==> src/rtl/mem_router_pkg.sv <==
package mem_router_pkg;

    localparam int XLEN   = 32;
    localparam int RIDX_W = 5;

    typedef enum logic [1:0] {
        SRC_ALU = 2'b00,
        SRC_MEM = 2'b01,
        SRC_IO  = 2'b10
    } wb_src_e;

    typedef struct packed {
        logic              en;
        logic [RIDX_W-1:0] rd;
        logic [XLEN-1:0]   pc;
        logic [XLEN-1:0]   iw;
        logic [XLEN-1:0]   alu;
        wb_src_e           src;
        logic [XLEN-1:0]   io_data;
    } wb_pipe_t;

endpackage

==> src/rtl/store_lane_align.sv <==
module store_lane_align #(
    parameter int DW = 32
) (
    input  logic [1:0]      size_code,
    input  logic [1:0]      byte_off,
    input  logic [DW-1:0]   data_in,
    output logic [DW/8-1:0] lane_en,
    output logic [DW-1:0]   data_out
);
    localparam int NB = DW / 8;

    logic [NB-1:0] be_c;
    logic [DW-1:0] wd_c;
    logic [DW-1:0] byte_z;
    logic [DW-1:0] half_z;

    assign byte_z = {{(DW-8){1'b0}},  data_in[7:0]};
    assign half_z = {{(DW-16){1'b0}}, data_in[15:0]};

    always_comb begin
        case (size_code)
            2'b00: begin
                be_c = {{(NB-1){1'b0}}, 1'b1} << byte_off;
                wd_c = byte_z << (8 * byte_off);
            end
            2'b01: begin
                be_c = {{(NB-2){1'b0}}, 2'b11} << (2 * byte_off[1]);
                wd_c = half_z << (16 * byte_off[1]);
            end
            default: begin
                be_c = '1;
                wd_c = data_in;
            end
        endcase
    end

    assign lane_en  = be_c;
    assign data_out = wd_c;
endmodule

==> src/rtl/io_space.sv <==
module io_space #(
    parameter int DW    = 32,
    parameter int AW    = 29,
    parameter int LED_W = 10,
    parameter int BTN_W = 1
) (
    input  logic             clk,
    input  logic             rst,
    input  logic [AW-1:0]    word_idx,
    input  logic             rd,
    input  logic             wr,
    input  logic [LED_W-1:0] wdata,
    input  logic [BTN_W-1:0] btn,
    output logic [DW-1:0]    rdata,
    output logic [LED_W-1:0] led
);
    localparam logic [AW-1:0] BTN_IDX = AW'(0);
    localparam logic [AW-1:0] LED_IDX = AW'(1);

    logic [LED_W-1:0] led_d, led_q;

    always_comb begin
        led_d = led_q;
        if (wr && word_idx == LED_IDX) begin
            led_d = wdata;
        end
    end

    always_comb begin
        rdata = '0;
        if (rd && word_idx == BTN_IDX) begin
            rdata = {{(DW-BTN_W){1'b0}}, btn};
        end
    end

    always_ff @(posedge clk) begin
        if (rst) led_q <= '0;
        else     led_q <= led_d;
    end

    assign led = led_q;
endmodule

==> src/rtl/mem_stage_router.sv <==
module mem_stage_router
    import mem_router_pkg::*;
#(
    parameter int LED_W = 10,
    parameter int BTN_W = 1
) (
    input  logic              clk,
    input  logic              rst,
    input  logic              ex_wb_en,
    input  logic [RIDX_W-1:0] ex_wb_reg,
    input  logic [XLEN-1:0]   ex_pc,
    input  logic [XLEN-1:0]   ex_iw,
    input  logic [XLEN-1:0]   ex_alu,
    input  logic [XLEN-1:0]   ex_store_data,
    input  logic              ex_store_en,
    input  logic              ex_is_load,
    output logic              mem_we,
    output logic [XLEN/8-1:0] mem_be,
    output logic [XLEN-3:0]   mem_addr,
    output logic [XLEN-1:0]   mem_wdata,
    input  logic [BTN_W-1:0]  btn_in,
    output logic [LED_W-1:0]  led_out,
    output logic              fwd_en,
    output logic [RIDX_W-1:0] fwd_reg,
    output logic [XLEN-1:0]   fwd_data,
    output logic              wb_en,
    output logic [RIDX_W-1:0] wb_reg,
    output logic [XLEN-1:0]   wb_pc,
    output logic [XLEN-1:0]   wb_iw,
    output logic [XLEN-1:0]   wb_alu,
    output logic [1:0]        wb_src_sel,
    output logic [XLEN-1:0]   wb_io_data
);
    localparam int NB     = XLEN / 8;
    localparam int IDX_W  = XLEN - 3;

    logic              is_io;
    logic              ram_store;
    logic              io_rd;
    logic              io_wr;
    logic [NB-1:0]     lane_be;
    logic [XLEN-1:0]   lane_wd;
    logic [XLEN-1:0]   io_rdata;
    wb_pipe_t          pipe_d, pipe_q;

    assign is_io     = ex_alu[XLEN-1];
    assign ram_store = ex_store_en & ~is_io;
    assign io_rd     = ex_is_load  &  is_io;
    assign io_wr     = ex_store_en &  is_io;

    store_lane_align #(.DW(XLEN)) u_align (
        .size_code (ex_iw[13:12]),
        .byte_off  (ex_alu[1:0]),
        .data_in   (ex_store_data),
        .lane_en   (lane_be),
        .data_out  (lane_wd)
    );

    io_space #(
        .DW    (XLEN),
        .AW    (IDX_W),
        .LED_W (LED_W),
        .BTN_W (BTN_W)
    ) u_io (
        .clk      (clk),
        .rst      (rst),
        .word_idx (ex_alu[XLEN-2:2]),
        .rd       (io_rd),
        .wr       (io_wr),
        .wdata    (ex_store_data[LED_W-1:0]),
        .btn      (btn_in),
        .rdata    (io_rdata),
        .led      (led_out)
    );

    // memory side and forwarding
    always_comb begin
        mem_we    = ram_store;
        mem_be    = ram_store ? lane_be : '0;
        mem_addr  = ex_alu[XLEN-1:2];
        mem_wdata = lane_wd;
        fwd_en    = ex_wb_en & ~(ex_is_load & ~is_io);
        fwd_reg   = ex_wb_reg;
        fwd_data  = io_rd ? io_rdata : ex_alu;
    end

    // writeback pipeline next state
    always_comb begin
        pipe_d.en      = ex_wb_en;
        pipe_d.rd      = ex_wb_reg;
        pipe_d.pc      = ex_pc;
        pipe_d.iw      = ex_iw;
        pipe_d.alu     = ex_alu;
        pipe_d.io_data = io_rdata;
        if (io_rd)           pipe_d.src = SRC_IO;
        else if (ex_is_load) pipe_d.src = SRC_MEM;
        else                 pipe_d.src = SRC_ALU;
    end

    always_ff @(posedge clk) begin
        if (rst) pipe_q <= '0;
        else     pipe_q <= pipe_d;
    end

    assign wb_en      = pipe_q.en;
    assign wb_reg     = pipe_q.rd;
    assign wb_pc      = pipe_q.pc;
    assign wb_iw      = pipe_q.iw;
    assign wb_alu     = pipe_q.alu;
    assign wb_src_sel = pipe_q.src;
    assign wb_io_data = pipe_q.io_data;
endmodule

==> config.mk <==
export PLATFORM = sky130hd
export DESIGN_NAME = mem_stage_router
export DESIGN_NICKNAME = d
export VERILOG_FILES = /design/src/rtl/mem_router_pkg.sv /design/src/rtl/store_lane_align.sv /design/src/rtl/io_space.sv /design/src/rtl/mem_stage_router.sv
export SDC_FILE = /design/constraint.sdc
export NUM_CORES = 1
export LEC_CHECK = 0
export BUFFER_PORTS_ARGS = -buffer_cell sky130_fd_sc_hd__buf_2
export CAP_MARGIN = 20
export CORE_AREA = 3 3 152 154
export CTS_CLUSTER_SIZE = 12
export DETAILED_ROUTE_END_ITERATION = 12
export DIE_AREA = 0 0 155 157
export PLACE_DENSITY_LB_ADDON = 0.3
export RECOVER_POWER = 50
export SLEW_MARGIN = 20
export SYNTH_ARGS = -nofsm -noshare
export SYNTH_HDL_FRONTEND = slang
export SYNTH_HIERARCHICAL = 1
export SYNTH_SLANG_ARGS = --single-unit
==> constraint.sdc <==
create_clock -name clk -period 2.8 [get_ports clk]
set_input_delay 0.7 -clock clk [delete_from_list [all_inputs] [get_ports clk]]
set_output_delay 0.7 -clock clk [all_outputs]
set_load 0.02 [all_outputs]
==> flow_metrics.env, run 1 <==
export IMPL_status="finished with violations"
export IMPL_violations="capacitance limit, slew limit"
export IMPL_r2r_setup_slack_ns=2.11
export IMPL_slew_headroom_pct=-24.1
export IMPL_wl_um=19300
export IMPL_clkTransAtPathRegs_ns=0.07
export IMPL_die_w_um=155
export IMPL_drive_above_1_share_pct=45.7
export IMPL_dp_hpwl_um=15100
export IMPL_die_area_mm2=0.0243
export IMPL_ys_seq_area_share_pct=51.0
export IMPL_crit_path_cell_trace="buf_2 -> nor4_4 -> and4_4 -> nand2_4 -> nor3_4 -> mux2_4 -> buf_6"
export IMPL_final_cell_mix="buf_2, dfxtp_1, nor2b_1"
export IMPL_syn_avg_cell_area_um2=10.6
export IMPL_worst_clock_skew_ns=0
export IMPL_synth_area_mm2=0.00573
export IMPL_setup_violations=0
export IMPL_synthDistinctLibCells=37
export IMPL_nFillCells=2296
export IMPL_period_minus_slack_ns=2.69
export IMPL_cellPowerDensity_mw_per_mm2=644
export IMPL_endpoint="fwd_data[0]"
export IMPL_cts_htree_levels=4
export IMPL_min_period_over_period_pct=96.0
export IMPL_dpl_cell_area_mm2=0.00785
export IMPL_cpMaxStageDelayCell="nor4_4"
export IMPL_cp_arrival_ns=1.99
export IMPL_drtIter0Drc=179
export IMPL_postSynthCellCount=543
export IMPL_port_buffers=389
export IMPL_placement_rows=54
export IMPL_r2r_end="u_io/led[5]$_SDFFE_PP0P_"
export IMPL_routedWlPerCell_um=15.8
export IMPL_fin_ws_ns=0.111
export IMPL_rsz0062_at_grt="false"
export IMPL_viasPerCell=4.11
export IMPL_end_kind="output pin"
export IMPL_path_class="primary input to output pin"
export IMPL_fmax_mhz=372
export IMPL_reg2reg_depth=2
export IMPL_final_common_cell="buf_2"
export IMPL_irDropWorstVdd_uv=358
export IMPL_post_cts_setup_buffers=0
export IMPL_num_io_pins=390
export IMPL_cts_made_buffers=17
export IMPL_vias=5020
export IMPL_grt_overflow_total=0
export IMPL_cp_max_fo=2
export IMPL_crit_path_start="ex_alu[18]"
export IMPL_worst_slew_pin_slew_ns=1.86
export IMPL_drc_errors=0
export IMPL_crit_required_ns=2.10
export IMPL_clock_path_buffers=2
export IMPL_grt_pass1_wl_um=28000
export IMPL_cts_root_buffer="clkbuf_16"
export IMPL_gp_congestion=0.841
export IMPL_hold_viol_final=0
export IMPL_critPathLaunchType="primary input"
export IMPL_crit_buf_inv=2
export IMPL_crit_family="simple AND/OR/NAND/NOR gates"
export IMPL_slew_violations=36
export IMPL_core_area_mm2=0.0218
export IMPL_cts_sinks=146
export IMPL_preCtsSetupSlack_ns=-0.130
export IMPL_ys_warn_count=6
export IMPL_cellLeakagePower_nw=4.12
export IMPL_grt_pass1_vias=4837
export IMPL_initial_utilization_pct=26.3
export IMPL_grt_max_degree=52
export IMPL_slowest_delay_ns=0.32
export IMPL_hold_buffers=0
export IMPL_grtUsageTotal_pct=14.8
export IMPL_final_area_mm2=0.00842
export IMPL_synth_seq_cells=146
export IMPL_nNetsFinal=1066
export IMPL_cts_tree="built"
export IMPL_drv_cap=1
export IMPL_holdPathStages=2
export IMPL_die_h_um=157
export IMPL_drtAntennaViolNets=0
export IMPL_hp_class="register to register"
export IMPL_syn2layout_area_growth_pct=46.9
export IMPL_clock_latency_ns=0.41
export IMPL_first_pass_iters=4
export IMPL_antenna_found_initial=0
export IMPL_cp_num_cells=7
export IMPL_r2r_start="u_io/led[5]$_SDFFE_PP0P_"
## synthesized netlist by cell type, drive strengths merged
cell type	number	area [µm²]
nor2b	135	850
buf	85	628
mux2	31	454
nand2b	1	6.26
conb	1	3.75
a21oi	10	50.1
a22oi	8	60.1
a22o	8	70.1
o21bai	4	33.8
o21ai	18	90.1
nand2	19	73.8
clkbuf	10	38.8
nor3	4	36.3
nand3	16	80.1
and3b	1	8.76
nor2	5	18.8
nand4	12	75.1
and4	2	17.5
nor4	5	62.6
inv	3	11.3
dfxtp	146	2920
nor3b	1	18.8
a21boi	1	7.51
and2b	1	7.51
nor4bb	1	10.0
and2	15	93.8
## timing repair
item / 4_1_cts / 5_1_grt
setup endpoints to repair: 1 / 1
resized for setup: 5 / 13
pin swaps: 2 / 5
## kinds of logic after synthesis
family | count (synthesis) | share of synthesized area, %
AND/OR/NAND/NOR | 218 | 23.7
flip-flops | 146 | 51.0
buffers and inverters | 98 | 11.8
AO/OA/AOI/OAI | 49 | 5.44
multiplexers | 31 | 7.93
other | 1 | 0.0655
## worst min path at each step
stage,start,to
2_1_floorplan,u_io/led[0]$_SDFFE_PP0P_,u_io/led[0]$_SDFFE_PP0P_
3_3_place_gp,u_io/led[3]$_SDFFE_PP0P_,u_io/led[3]$_SDFFE_PP0P_
3_5_place_dp,u_io/led[8]$_SDFFE_PP0P_,u_io/led[8]$_SDFFE_PP0P_
4_1_cts,ex_pc[0],wb_pc[0]$_SDFF_PP0_
5_1_grt,ex_iw[30],wb_iw[30]$_SDFF_PP0_
6_report,u_io/led[8]$_SDFFE_PP0P_,u_io/led[8]$_SDFFE_PP0P_
## worst register-to-register path, stage by stage (launching register included)
cell     delay (ns)
dfxtp_1        0.32
o21ai_0        0.08
a21oi_1        0.09
## routing by layer
| metal | vias to the layer above | wire [µm] | track usage, % |
|---|---|---|---|
| li1 | 2453 | - | - |
| met2 | 237 | 9530 | 25.8 |
| met4 | 0 | 248 | 4.08 |
| met3 | 23 | 1700 | 5.17 |
| met1 | 2307 | 7840 | 17.3 |
| met5 | - | 0 | 0 |
## stage by stage
stage	instances	setup TNS [ns]	hold WS, ns	power, mW	utilization (%)
global placement	1188	-0.130	0.454	3.19	35.9
floorplan	573	0	0.549	2.83	-
CTS	1220	0	0.462	5.52	38.8
global route	1220	0	0.467	5.66	38.6
finish	1221	0	0.471	5.42	38.6
detailed placement	1188	-0.130	0.464	3.19	35.9
## power by group
part	switching [mW]	internal [mW]
clock	1.02	1.27
combinational	0.566	0.364
sequential	0.0244	2.18
total	1.61	3.82
## final cells by class
class                           count  area, µm²  share of cell area [%]
Tap cell                          280        350                    4.16
Clock buffer                       17        425                    5.05
Multi-Input combinational cell    329       2310                    27.5
Sequential cell                   146       2920                    34.7
Antenna cell                        1       2.50                  0.0297
Inverter                            3       11.3                   0.134
Clock inverter                     15        165                    1.96
Timing Repair Buffer              430       2230                    26.5
(Power assumes the default switching activity.)
==> run 2, diff against run 1 <==
--- a/config.mk
+++ b/config.mk
@@ -7,14 +7,13 @@
 export LEC_CHECK = 0
 export BUFFER_PORTS_ARGS = -buffer_cell sky130_fd_sc_hd__buf_2
 export CAP_MARGIN = 20
-export CORE_AREA = 3 3 152 154
+export CORE_AREA = 3 3 151 153
 export CTS_CLUSTER_SIZE = 12
 export DETAILED_ROUTE_END_ITERATION = 12
-export DIE_AREA = 0 0 155 157
+export DIE_AREA = 0 0 154 156
 export PLACE_DENSITY_LB_ADDON = 0.3
 export RECOVER_POWER = 50
 export SLEW_MARGIN = 20
 export SYNTH_ARGS = -nofsm -noshare
 export SYNTH_HDL_FRONTEND = slang
-export SYNTH_HIERARCHICAL = 1
 export SYNTH_SLANG_ARGS = --single-unit
==> run 2 against run 1 <==
  * Highest routed layer unchanged
  * Largest power group unchanged
  * Clock-buffer cell count stayed put
  * Setup slack lost 0.13 ns
  * Area after synthesis is 22% lower
  * Critical endpoint unchanged
  * Synthesized cell count shrank 15%
  * Via count is 15% lower
  * Clock skew did not move
  * Core utilization shrank 6.6 points
  * The run ends with setup timing left
  * Worst hold slack got worse by 0.013 ns
  * Power fell by 9.9%
  * Critical path depth unchanged
  * Die area fell by 1.3%
==> flow_metrics.env, run 2 <==
export IMPL_p_int_mw=3.51
export IMPL_setup_violations=1
export IMPL_ys_warn_count=0
export IMPL_ys_flop_type="dfxtp_1"
export IMPL_synth_fa_ha_area_share_pct=0
export IMPL_regArea_mm2=0.00230
export IMPL_cts_htree_levels=4
export IMPL_fin_cells=1095
export IMPL_yosys_area_share_xor_xnor_pct=0
export IMPL_clkTransAtPathRegs_ns=0.05
export IMPL_grt_pass1_wl_um=23900
export IMPL_grt_overflow_total=0
export IMPL_grt_pass1_vias=4078
export IMPL_cts_tree="built"
export IMPL_holdPathStages=2
export IMPL_violations="setup timing"
export IMPL_final_cell_mix="buf_2, dfxtp_1, nor2b_1"
export IMPL_hold_viol_final=0
export IMPL_slew_headroom_pct=9.32
export IMPL_synthTopCellsByArea="dfxtp_1, nor2b_1, buf_4"
export IMPL_cts_root_buffer="clkbuf_16"
export IMPL_clock_latency_ns=0.40
export IMPL_p_seq_share_pct=35.5
export IMPL_drtIter0Drc=259
export IMPL_first_pass_iters=5
export IMPL_synthDistinctLibCells=29
export IMPL_drtAntennaViolNets=0
export IMPL_switching_share_pct=28.3
export IMPL_antenna_found_initial=1
export IMPL_power_switching_mw=1.38
export IMPL_status="finished with violations"
export IMPL_gp_congestion=0.773
export IMPL_ys_seq_area_share_pct=51.3
export IMPL_preCtsSetupSlack_ns=-0.270
export IMPL_place_inst=1063
export IMPL_syn2layout_area_growth_pct=54.4
export IMPL_drc_errors=0
export IMPL_synth_most_common_cell="dfxtp_1"
export IMPL_async_flop_share_pct=0
export IMPL_cellLeakagePower_nw=3.40
export IMPL_fmax_mhz=354
export IMPL_end_kind="output pin"
export IMPL_min_from="u_io.led[0]$_SDFFE_PP0P_"
export IMPL_dp_hpwl_um=12800
export IMPL_critPathLaunchType="primary input"
export IMPL_viasPerCell=3.91
export IMPL_period_minus_slack_ns=2.82
export IMPL_yosys_area_top_type="dfxtp_1"
export IMPL_core_area_mm2=0.0217
export IMPL_rsz0062_at_grt="true"
export IMPL_synth_mux_area_share_pct=0
export IMPL_synth_top_area_share_pct=51.3
export IMPL_irDropWorstVdd_uv=339
export IMPL_final_common_cell="buf_2"
export IMPL_synth_area_mm2=0.00449
export IMPL_cts_sinks=115
export IMPL_total_power_mw=4.89
export IMPL_port_buffers=358
export IMPL_hold_buffers=0
export IMPL_cp_max_fo=2
export IMPL_synth_compound_area_share_pct=8.70
export IMPL_synthSimpleGateAreaFrac_pct=25.7
export IMPL_crit_path_start="ex_alu[14]"
export IMPL_drv_cap=0
export IMPL_grtUsageTotal_pct=13.0
export IMPL_grt_max_degree=66
export IMPL_antenna_cells=0
export IMPL_r2r_setup_slack_ns=2.17
export IMPL_worst_slew_pin_slew_ns=1.36
export IMPL_multi_input_area_mm2=0.00168
export IMPL_synth_edf_count=0
export IMPL_cts_made_buffers=17
export IMPL_hp_class="register to register"
export IMPL_min_period_over_period_pct=101
export IMPL_synth_top_family_by_area="simple AND/OR/NAND/NOR gates"
export IMPL_r2r_end="u_io.led[5]$_SDFFE_PP0P_"
export IMPL_fin_ws_ns=-0.0214
export IMPL_placement_rows=54
export IMPL_path_class="primary input to output pin"
export IMPL_r2r_start="u_io.led[5]$_SDFFE_PP0P_"
export IMPL_slew_violations=0
export IMPL_vias=4281
export IMPL_wl_um=16500
export IMPL_worst_clock_skew_ns=0
export IMPL_die_area_mm2=0.0240
export IMPL_die_w_um=154
export IMPL_synth_seq_cells=115
export IMPL_postSynthCellCount=462
export IMPL_setup_tns_ns=-0.0214
export IMPL_crit_required_ns=2.10
export IMPL_nNetsFinal=941
export IMPL_clockPowerShare_pct=48.9
export IMPL_routedWlPerCell_um=15.0
export IMPL_num_io_pins=390
export IMPL_synth_commonest_cells="dfxtp_1, nor2b_1, buf_4, and2_1, clkbuf_1"
export IMPL_initial_utilization_pct=20.7
export IMPL_clock_path_buffers=2
export IMPL_pwr_share_comb_pct=15.6
export IMPL_die_h_um=156
export IMPL_holdWs_ns=0.458
export IMPL_cp_arrival_ns=2.12
export IMPL_drive_above_1_share_pct=43.7
export IMPL_nFillCells=2311
export IMPL_cellPowerDensity_mw_per_mm2=705
export IMPL_reg2reg_depth=2
export IMPL_syn_avg_cell_area_um2=9.72
export IMPL_min_to="u_io.led[0]$_SDFFE_PP0P_"
==> run 2: changes by cell type after synthesis, sizes merged, moves of 14 or more <==
| cell | change |
|---|---|
| and2 | +27 |
| buf | -18 |
| clkbuf | +14 |
| dfxtp | -31 |
| mux2 | -31 |
| nand3 | -16 |
| nor2b | -33 |
==> run 2: layout make-up <==
cell class / count / area share, %
flip-flops and latches: 115 / 33.2
repair buffers: 382 / 27.6
multi-input cells: 275 / 24.3
clock buffers: 17 / 6.14
well taps: 280 / 5.06
clock inverters: 15 / 3.14
inverters: 11 / 0.596
==> run 2: logic make-up (layout without fill, tap and decap cells) <==
logic type	after synthesis	count (layout)
compound gates	58	58
buf+inv	102	425
other cells	1	31
flops	115	115
simple gates	186	186
==> run 2: through the flow <==
step | instance area [µm²] | utilization (%)
2_1_floorplan | 4600 | -
3_3_place_gp | 6340 | 29.2
3_5_place_dp | 6340 | 29.2
4_1_cts | 7010 | 32.3
5_1_grt | 6930 | 32.0
6_report | 6930 | 32.0
==> run 2: worst max-delay path: stages <==
cell,delay [ns]
buf_6,0.09
or4_4,0.55
nor4_4,0.30
buf_4,0.16
nand2_2,0.05
o21ai_2,0.14
buf_6,0.13
==> run 2: worst max path at each step <==
stage | endpoint | slack (ns) | depth (start not counted)
floorplan | mem_wdata[30] | 0.1 | 6
global placement | fwd_data[0] | -0.31 | 7
detailed placement | fwd_data[0] | -0.27 | 7
CTS | fwd_data[0] | -0.07 | 7
global route | fwd_data[0] | -0.13 | 7
finish | fwd_data[0] | -0.02 | 7
==> run 2: power groups by stage <==
stage	Combinational, mW	Clock (mW)	Sequential, mW
final	0.765	2.39	1.74
after global routing	0.825	2.54	1.74
after CTS	0.787	2.46	1.73
after detailed placement	0.783	0	1.77
after global placement	0.786	0	1.77
after floorplan	0.389	0	1.87
==> run 2: repair_timing <==
action / in CTS / in global routing
gates cloned: 0 / 0
gates resized for setup: 5 / 4
endpoints found under the setup margin: 1 / 1
buffers inserted: 0 / 0
pin swaps: 3 / 3
==> run 2: metal layers <==
layer / share of wire (%) / global-route usage (%) / vias to the layer above
met3: 9.7 / 4.41 / 10
li1: - / - / 2103
met2: 49 / 22.2 / 264
met5: 0 / 0 / -
met4: 1.0 / 4.08 / 0
met1: 40 / 15.3 / 1904
